$ cat config.mk
export PLATFORM = sky130hd
export DESIGN_NAME = periph_bus_decoder
export DESIGN_NICKNAME = d
export VERILOG_FILES = /design/src/rtl/pbd_pkg.sv /design/src/rtl/pbd_addr_decode.sv /design/src/rtl/pbd_lane_adapt.sv /design/src/rtl/pbd_resp_reg.sv /design/src/rtl/periph_bus_decoder.sv
export SDC_FILE = /design/constraint.sdc
export NUM_CORES = 1
export LEC_CHECK = 0
export BUFFER_PORTS_ARGS = -buffer_cell sky130_fd_sc_hd__buf_2
export CORE_AREA = 2 2 107 109
export CTS_CLUSTER_SIZE = 14
export DETAILED_ROUTE_END_ITERATION = 12
export DIE_AREA = 0 0 109 111
export PLACE_DENSITY = 0.7
export SYNTH_ARGS = -nofsm -noshare
export SYNTH_HDL_FRONTEND = slang
export SYNTH_SLANG_ARGS = --single-unit
export TNS_END_PERCENT = 5
$ cat constraint.sdc
create_clock -name clk_i -period 2.4 [get_ports clk_i]
set_clock_uncertainty 0.15 [all_clocks]
set_input_delay 0.36 -clock clk_i [delete_from_list [all_inputs] [get_ports clk_i]]
set_output_delay 0.36 -clock clk_i [all_outputs]
set_load 0.01 [all_outputs]
$ cat src/rtl/pbd_pkg.sv
package pbd_pkg;
  localparam int ADDR_W = 32;
  localparam int DATA_W = 32;
  localparam int BE_W   = DATA_W / 8;
  localparam int OFF_W  = $clog2(BE_W);

  typedef enum logic [1:0] {
    SZ_BYTE = 2'b00,
    SZ_HALF = 2'b01,
    SZ_WORD = 2'b10,
    SZ_RSVD = 2'b11
  } size_e;

  function automatic logic bad_align(size_e sz, logic [OFF_W-1:0] off);
    case (sz)
      SZ_BYTE: return 1'b0;
      SZ_HALF: return off[0];
      SZ_WORD: return |off;
      default: return 1'b1;
    endcase
  endfunction
endpackage

$ cat src/rtl/pbd_addr_decode.sv
module pbd_addr_decode
  import pbd_pkg::*;
#(
  parameter int N_SLV = 3,
  parameter logic [N_SLV-1:0][ADDR_W-1:0] SLV_BASE = '0,
  parameter logic [N_SLV-1:0][ADDR_W-1:0] SLV_MASK = '0
) (
  input  logic [ADDR_W-1:0] addr_i,
  input  size_e             size_i,
  input  logic              ren_i,
  input  logic              wen_i,
  output logic [N_SLV-1:0]  sel_o,
  output logic              err_o
);
  logic [N_SLV-1:0] match;

  for (genvar k = 0; k < N_SLV; k++) begin : g_match
    assign match[k] = ((addr_i & SLV_MASK[k]) == SLV_BASE[k]);
  end

  // lowest index wins on overlap
  always_comb begin
    logic taken;
    taken = 1'b0;
    sel_o = '0;
    for (int k = 0; k < N_SLV; k++) begin
      if (match[k] && !taken) begin
        sel_o[k] = 1'b1;
        taken    = 1'b1;
      end
    end
  end

  assign err_o = bad_align(size_i, addr_i[OFF_W-1:0]) | (ren_i & wen_i) | ~|match;
endmodule

$ cat src/rtl/pbd_lane_adapt.sv
module pbd_lane_adapt
  import pbd_pkg::*;
(
  input  size_e             size_i,
  input  logic [OFF_W-1:0]  off_i,
  input  logic [DATA_W-1:0] m_wdata_i,
  input  logic [DATA_W-1:0] s_word_i,
  output logic [BE_W-1:0]   be_o,
  output logic [DATA_W-1:0] s_wdata_o,
  output logic [DATA_W-1:0] m_rdata_o
);
  localparam logic [BE_W-1:0] BE_ONE  = BE_W'(1);
  localparam logic [BE_W-1:0] BE_HALF = BE_W'(3);

  logic [BE_W-1:0]   be_base;
  logic [DATA_W-1:0] lane_mask;
  logic [DATA_W-1:0] size_mask;
  logic [DATA_W-1:0] word_shr;

  always_comb begin
    case (size_i)
      SZ_BYTE: be_base = BE_ONE;
      SZ_HALF: be_base = BE_HALF;
      SZ_WORD: be_base = '1;
      default: be_base = '0;
    endcase
  end

  assign be_o = be_base << off_i;

  for (genvar b = 0; b < BE_W; b++) begin : g_lane
    assign lane_mask[b*8 +: 8] = {8{be_o[b]}};
    assign size_mask[b*8 +: 8] = {8{be_base[b]}};
  end

  assign s_wdata_o = (m_wdata_i << {off_i, 3'b000}) & lane_mask;
  assign word_shr  = s_word_i >> {off_i, 3'b000};
  assign m_rdata_o = word_shr & size_mask;
endmodule

$ cat src/rtl/pbd_resp_reg.sv
module pbd_resp_reg
  import pbd_pkg::*;
#(
  parameter int N_SLV = 3
) (
  input  logic                          clk_i,
  input  logic                          rst_ni,
  input  logic                          ren_i,
  input  logic                          wen_i,
  input  logic [N_SLV-1:0]              dec_sel_i,
  input  logic                          dec_err_i,
  input  logic [N_SLV-1:0][DATA_W-1:0]  s_rdata_i,
  input  logic [N_SLV-1:0]              s_ack_i,
  input  logic [N_SLV-1:0]              s_err_i,
  input  logic [DATA_W-1:0]             rdata_al_i,
  output logic [N_SLV-1:0]              sel_o,
  output logic [DATA_W-1:0]             s_word_o,
  output logic [DATA_W-1:0]             rdata_o,
  output logic                          ack_o,
  output logic                          err_o
);
  logic active, slv_done, slv_fail, fire, fail, load;

  // request is idle in the cycle its acknowledge is shown
  assign active = (ren_i | wen_i) & ~ack_o;
  assign sel_o  = (active & ~dec_err_i) ? dec_sel_i : '0;

  always_comb begin
    s_word_o = '0;
    for (int k = 0; k < N_SLV; k++) begin
      if (sel_o[k]) s_word_o = s_word_o | s_rdata_i[k];
    end
  end

  assign slv_done = |(sel_o & (s_ack_i | s_err_i));
  assign slv_fail = |(sel_o & s_err_i);
  assign fire     = active & (dec_err_i | slv_done);
  assign fail     = active & (dec_err_i | slv_fail);
  assign load     = fire & ~fail & ren_i;

  always_ff @(posedge clk_i or negedge rst_ni) begin
    if (!rst_ni) begin
      ack_o   <= 1'b0;
      err_o   <= 1'b0;
      rdata_o <= '0;
    end else begin
      ack_o   <= fire;
      err_o   <= fail;
      rdata_o <= load ? rdata_al_i : '0;
    end
  end

  AST_ACK_PULSE:   assert property (@(posedge clk_i) disable iff (!rst_ni) ack_o |=> !ack_o);
  AST_ERR_IN_ACK:  assert property (@(posedge clk_i) disable iff (!rst_ni) err_o |-> ack_o);
  AST_RDATA_QUIET: assert property (@(posedge clk_i) disable iff (!rst_ni) !ack_o |-> rdata_o == '0);
  AST_ERR_NO_DATA: assert property (@(posedge clk_i) disable iff (!rst_ni) err_o |-> rdata_o == '0);
endmodule

$ cat src/rtl/periph_bus_decoder.sv
module periph_bus_decoder
  import pbd_pkg::*;
#(
  parameter int N_SLV = 3,
  parameter logic [N_SLV-1:0][ADDR_W-1:0] SLV_BASE = {32'h1000_0000, 32'h1000_0000, 32'h0000_0000},
  parameter logic [N_SLV-1:0][ADDR_W-1:0] SLV_MASK = {32'hF000_0000, 32'hFFFF_F000, 32'hFFFF_0000}
) (
  input  logic                    clk_i,
  input  logic                    rst_ni,
  input  logic [ADDR_W-1:0]       m_addr_i,
  input  logic [DATA_W-1:0]       m_wdata_i,
  input  logic [1:0]              m_size_i,
  input  logic                    m_ren_i,
  input  logic                    m_wen_i,
  output logic [DATA_W-1:0]       m_rdata_o,
  output logic                    m_ack_o,
  output logic                    m_err_o,
  output logic [N_SLV-1:0]        s_sel_o,
  output logic [ADDR_W-1:0]       s_addr_o,
  output logic [DATA_W-1:0]       s_wdata_o,
  output logic [BE_W-1:0]         s_be_o,
  output logic                    s_ren_o,
  output logic                    s_wen_o,
  input  logic [N_SLV*DATA_W-1:0] s_rdata_i,
  input  logic [N_SLV-1:0]        s_ack_i,
  input  logic [N_SLV-1:0]        s_err_i
);
  size_e                         size;
  logic [N_SLV-1:0]              dec_sel;
  logic                          dec_err;
  logic [DATA_W-1:0]             s_word;
  logic [DATA_W-1:0]             rdata_al;
  logic [N_SLV-1:0][DATA_W-1:0]  s_rdata_arr;

  assign size        = size_e'(m_size_i);
  assign s_rdata_arr = s_rdata_i;

  pbd_addr_decode #(
    .N_SLV    (N_SLV),
    .SLV_BASE (SLV_BASE),
    .SLV_MASK (SLV_MASK)
  ) u_dec (
    .addr_i (m_addr_i),
    .size_i (size),
    .ren_i  (m_ren_i),
    .wen_i  (m_wen_i),
    .sel_o  (dec_sel),
    .err_o  (dec_err)
  );

  pbd_lane_adapt u_lane (
    .size_i    (size),
    .off_i     (m_addr_i[OFF_W-1:0]),
    .m_wdata_i (m_wdata_i),
    .s_word_i  (s_word),
    .be_o      (s_be_o),
    .s_wdata_o (s_wdata_o),
    .m_rdata_o (rdata_al)
  );

  pbd_resp_reg #(.N_SLV(N_SLV)) u_resp (
    .clk_i      (clk_i),
    .rst_ni     (rst_ni),
    .ren_i      (m_ren_i),
    .wen_i      (m_wen_i),
    .dec_sel_i  (dec_sel),
    .dec_err_i  (dec_err),
    .s_rdata_i  (s_rdata_arr),
    .s_ack_i    (s_ack_i),
    .s_err_i    (s_err_i),
    .rdata_al_i (rdata_al),
    .sel_o      (s_sel_o),
    .s_word_o   (s_word),
    .rdata_o    (m_rdata_o),
    .ack_o      (m_ack_o),
    .err_o      (m_err_o)
  );

  assign s_addr_o = {m_addr_i[ADDR_W-1:OFF_W], {OFF_W{1'b0}}};
  assign s_ren_o  = m_ren_i & |s_sel_o;
  assign s_wen_o  = m_wen_i & |s_sel_o;

  AST_SEL_ONEHOT: assert property (@(posedge clk_i) disable iff (!rst_ni) $onehot0(s_sel_o));
  AST_BE_SHAPE:   assert property (@(posedge clk_i) disable iff (!rst_ni)
                    (|s_sel_o) |-> ($countones(s_be_o) == 1 || $countones(s_be_o) == 2 || $countones(s_be_o) == 4));
  AST_NO_SEL_ERR: assert property (@(posedge clk_i) disable iff (!rst_ni) (m_ren_i & m_wen_i) |-> s_sel_o == '0);
  AST_ACK_HAS_REQ: assert property (@(posedge clk_i) disable iff (!rst_ni) $rose(m_ack_o) |-> $past(m_ren_i | m_wen_i));
endmodule

Yosys cells after proc, flatten, opt, wreduce, memory -nomap -nowiden:

Index checks and enable logic that the tools add are counted.

* bitwise logic cells: 24
* multiplexer cells: 11
* equal/unequal tests: 4
* reductions and logical operators: 12
* shifts and indexed selects: 3

Operators with widths (number)
* $mux W32: 4
* $and A32 B32 Y32: 2
* $or A32 B32 Y32: 2
* $logic_not A32 Y1: 1
* $shl A32 B5 Y32: 1
* $shr A32 B5 Y32: 1
* $eq A20 B17 Y1 const B: 1
* $pmux W4 S3: 1
* $reduce_or A3 Y1: 4
* $and A1 B1 Y1: 9
* $and A3 B3 Y3: 2
* $or A1 B1 Y1: 5
* $eq A4 B1 Y1 const B: 1
* $mux W1: 4
* $shl A4 B2 Y4: 1
* $logic_not A1 Y1: 3
* $mux W3: 1
* $not A1 Y1: 3
* $or A3 B3 Y3: 1
* $pmux W1 S3: 1
* $eq A2 B1 Y1 const B: 1
* $eq A2 B2 Y1 const B: 1
* $logic_and A1 B1 Y1: 2
* $logic_not A2 Y1: 1
* $reduce_or A2 Y1: 1

* register bits after elaboration: 34
* output and inout bits: 107
* bits of input ports: 172
* word-level logic and storage cells: 57

Longest topological paths before layout:

* depth in word-level cells: 17
* gate-level depth with buffers: 10
* gate-level depth less buffers: 8

By module:

From an unflattened synthesis, not the netlist that was laid out.

* cell total of the unflattened synthesis: 398
* area, all modules: 3598.5 sq um

By module, submodules not included
* pbd_resp_reg: cells an instance 165, area each 1699.1 sq um, instances 1, seq. area each 850.8 sq um
* pbd_lane_adapt: cells an instance 182, area each 1519.0 sq um, instances 1, seq. area each 0.0 sq um
* periph_bus_decoder: cells an instance 35, area each 261.5 sq um, instances 1, seq. area each 0.0 sq um
* pbd_addr_decode: cells an instance 16, area each 118.9 sq um, instances 1, seq. area each 0.0 sq um

Worst setup path before layout:

No wires, ideal clock.

* path type: input to output
* from: in m_size_i[0]
* to: out s_sel_o[1]
* arrival time: 1987 ps
* slack: -97 ps
* required time: 1890 ps
* path buffers: 1
* cell stages on the path: 6
* path through: ha_1 -> or4_1 -> nor4_2 -> clkbuf_1 -> nand2_1 -> nor2_1

* cells in the longest elaborated chain, start to end: 7
* elaborated cells between the ends (all ways): 9
* classes of those cells: 2 x eq/ne; 2 x mux; 4 x bitwise; 1 x reduce/logical

RTL lines
* start: declaration: RTL line periph_bus_decoder.sv:12 `input logic [1:0] m_size_i,`
* $eq A2 B2 Y1 (tied with other cells): RTL line pbd_pkg.sv:15 `case (sz)`
* $pmux W1 S3 (*): RTL line pbd_pkg.sv:15
* $or A1 B1 Y1 (*) (2 in a row): RTL line pbd_addr_decode.sv:34 `assign err_o = bad_align(size_i, addr_i[OFF_W-1:0]) | (ren_i & wen_i) | ~|match;`
* $not A1 Y1 (*): RTL line pbd_resp_reg.sv:26 `assign sel_o = (active & ~dec_err_i) ? dec_sel_i : '0;`
* $and A1 B1 Y1 (*): RTL line pbd_resp_reg.sv:26
* $mux W3 (*): RTL line pbd_resp_reg.sv:26
* end: declaration: RTL line periph_bus_decoder.sv:18 `output logic [N_SLV-1:0] s_sel_o,`

Mark *: on every way between the ends. The rest lies on a longest branch, timed or not.

Worst setup path after layout:

* from: in m_addr_i[18]
* to: out s_sel_o[0]

* cells in the longest elaborated chain, start to end: 7
* elaborated cells between the ends (all ways): 9
* classes of those cells: 1 x eq/ne; 2 x mux; 3 x bitwise; 3 x reduce/logical

RTL lines
* start: declaration: RTL line periph_bus_decoder.sv:10 `input logic [ADDR_W-1:0] m_addr_i,`
* $eq A20 B17 Y1 or $logic_not A32 Y1 (tied branches): RTL line pbd_addr_decode.sv:18 `assign match[k] = ((addr_i & SLV_MASK[k]) == SLV_BASE[k]);`
* $reduce_or A3 Y1: RTL line pbd_addr_decode.sv:34
* $logic_not A1 Y1: RTL line pbd_addr_decode.sv:34
* $or A1 B1 Y1: RTL line pbd_addr_decode.sv:34
* $not A1 Y1: RTL line pbd_resp_reg.sv:26
* $and A1 B1 Y1: RTL line pbd_resp_reg.sv:26
* $mux W3 (*): RTL line pbd_resp_reg.sv:26

Marks and branches as above.

==> impl_metrics.csv <==
group,metric,value,unit
setup_path,slowest_stage,"or4_4",
floorplan,start_util,31.06,%
timing,min_period,2.427,ns
setup_path,setup.worst_path.start_class,"input port",
timing,max_freq,0.4121,GHz
place,dp.cells,833,
drt,drt-wirelength-per-cell,17.56,µm
place,io_buffers,256,
timing,timing.setup.tns,-0.03627,ns
synthesis,synth_area,3441,µm²
drt,drcViolationCount,0,
setup_path,required,1.89,ns
cells_and_area,syn_to_final_growth,58.62,%
setup_path,critPathMaxFanout,15,
drt,detail-route-antenna-nets,0,
clocking,cts_sinks,34,
synthesis,postSynth.asyncResetShare,100.0,%
timing,tightest_slew,0.8167,ns
floorplan,dieWidth,109,µm
synthesis,synthTopCellsByCount,"nor2_1, a21oi_1, nand2_1",
status,outcome,"finished with violations",
timing,setup_violations,2,
pwr,peakVddDrop,0.2534,mV
synthesis,ys_ff_latch,34,
timing,maxSlewHeadroom,45.55,%
timing,setup_ws,-0.02676,ns
synthesis,synth_cells,438,
cells_and_area,fillCellCount,1054,
synthesis,postSynthAreaPerCell,7.856,µm²
place,post-place-ws,-0.2982,ns
grt,track_usage,22.59,%
grt,grt_max_degree,37,
synthesis,yosys-top-cells-area,"dfrtp_1, mux2i_1, buf_4, a21oi_1, nor2_1",
synthesis,synthFlopType,"dfrtp_1",
place,gp_congestion,0.9360,
floorplan,io_pins,279,
pwr,p_leak,0.002830,µW
synthesis,yosysWarnings,0,
clocking,ctsLongestPathBuffers,2,
synthesis,synth_top_cell_by_area,"dfrtp_1",
timing,fin_crit_sh,101.1,%
setup_path,critPathTopFamily,"simple AND/OR/NAND/NOR gates",
floorplan,die_area,12100,µm²
status,violations,"negative setup slack",
place,placed_area,5071,µm²
place,dp_hpwl,12110,µm
floorplan,core_area,11080,µm²
cells_and_area,postLayoutCellArea,5458,µm²
drt,vias_per_cell,5.383,
pwr,p_per_area,328.5,nW/µm²
drt,drt_iter0_markers,303,
setup_path,cp_num_buf_inv,4,
setup_path,path_cells,"buf_2 -> or4_4 -> nor4_4 -> buf_12 -> inv_1 -> nor2_2 -> buf_2",
timing,slew_viol_final,0,
setup_path,critical_path.max_stage_delay,0.59,ns
drt,routed_wl,14960,µm
grt,grt_pass1_vias,4323,
cells_and_area,nets,883,
timing,hold_violations,0,
clocking,htreeDepth,2,
synthesis,synth_edf_count,0,
grt,antenna_found_initial,1,
drt,num_vias,4586,
min_path,min-delay-path-class,"in2async",
clocking,clk_latency,0.27,ns
cells_and_area,drive_gt1_share,52.68,%
setup_path,crit_path_end_kind,"output pin",
floorplan,fp-row-count,39,
setup_path,critPathArrivalTime,1.92,ns
cells_and_area,seqCellArea,850.8,µm²
synthesis,synth_most_common_cell,"nor2_1",
clocking,cts_buffers,5,
drt,drtPass1Iterations,5,
synthesis,yosysSeqAreaShare,24.73,%
setup_path,worst_path_most_repeated_cell,"buf_2",
job,cap_violations,0,
cells_and_area,fin_cells,852,
clocking,root_buffer,"clkbuf_16",
clocking,cts_tree,"yes",
synthesis,ys_types,56,
grt,overflow,0,
timing,rsz0062_at_grt,"true",
setup_path,setup.worst_path.class,"in2out",
grt,grt_pass1_wl,21430,µm
floorplan,die_y,111,µm
synthesis,synth_top_area_share,24.73,%
clocking,clk_pin_slew_worst_paths,0.06,ns
clocking,cts_hold_buf,0,
cells_and_area,multi_input_area,2351,µm²
-- per-stage QoR --
| stage | hold WS [ns] | total power (µW) | utilization (%) |
|---|---|---|---|
| finish | 0.02369 | 1793 | 49.27 |
| global route | 0.07794 | 1871 | 49.27 |
| CTS | 0.04624 | 1773 | 47.52 |
| detailed placement | 0.3308 | 1175 | 45.78 |
| global placement | 0.3209 | 1162 | 45.78 |
| floorplan | -0.08559 | 891.6 | - |
-- registers in the layout, summed over array words and instances, names as in the netlist --
register and flops:
u_resp.ack_o 1, u_resp.err_o 1, u_resp.rdata_o 32
-- timing repair --
action	CTS	global route
gates resized for setup	13	26
cloned	0	2
setup buffers	2	7
pin swaps	7	14
endpoints found under the hold margin	0	0
endpoints found under the setup margin	20	40
-- area by class of cell --
cell class,instances,share of cell area [%]
Clock buffer,5,2.293
Antenna cell,1,0.04585
Inverter,9,0.6190
Sequential cell,34,15.59
Multi-Input combinational cell,334,43.08
Clock inverter,2,0.1834
Timing Repair Buffer,324,34.92
Tap cell,143,3.278
-- report_power, final --
part	internal [µW]	total, µW	switching, µW	leakage [µW]
registers	579	583	4.68	0.000471
clock network	374	597	223	0.0000694
logic	284	612	328	0.00229
total	1240	1790	556	0.00283
-- cells in the final DEF (no fill, tap or decap), types with 3 or more instances in the layout --
cell type  synthesis  routed
a211oi_1          21      20
a21oi_1           44      42
a221o_1            3       3
a31oi_1           11      11
a32o_1             6       6
a32oi_1            4       4
a41oi_1            4       4
and2_1            12      11
and3_1             3       3
and4b_1            3       3
buf_12             0       5
buf_2              4     252
buf_4             34      58
buf_6              0       7
clkbuf_16          0       5
dfrtp_1           34      34
inv_1              8       8
mux2_2             6       6
mux2i_1           30      29
nand2_1           36      33
nand2_2            0       3
nand2b_1           3       3
nand3_1           10      10
nor2_1            47      46
nor2b_1           13      12
nor4_2             5       4
nor4_4             1       3
o21a_1             5       4
o21ai_0           17      17
o22ai_1            5       5
or4_4              2       4
-- routing by layer --
layer	share of wire, %	up-vias	wire [µm]	GRT usage [%]
met5	0	-	0	0
met4	3.4	0	512	8.718
met3	7.4	47	1111	1.705
met2	52	289	7806	43.11
met1	37	2127	5527	25.24
li1	-	2123	-	-
-- cell families after synthesis --
| kind of cell | synth area share [%] |
|---|---|
| adder cells (fa/ha/maj) | 1.091 |
| multiplexers | 10.69 |
| other | 0.1090 |
| buffers and inverters | 11.71 |
| AO/OA/AOI/OAI | 27.67 |
| AND/OR/NAND/NOR | 24.00 |
| flip-flops | 24.73 |
-- worst paths after layout --
kind / start / to / slack, ns / depth (start not counted)
setup / recovery: m_addr_i[18] / s_sel_o[0] / -0.03 / 7
hold / removal: rst_ni / u_resp.rdata_o[2] / 0.02 / 1
setup reg to reg: u_resp.ack_o / u_resp.rdata_o[3] / 0.09 / 8
hold reg to reg: u_resp.ack_o / u_resp.ack_o / 0.72 / 3
max in group asynchronous: rst_ni / u_resp.rdata_o[22] / 1.54 / 1
min in group clk_i: s_rdata_i[61] / u_resp.rdata_o[29] / 0.23 / 3
No activity file was read; power rests on OpenSTA's default activity.
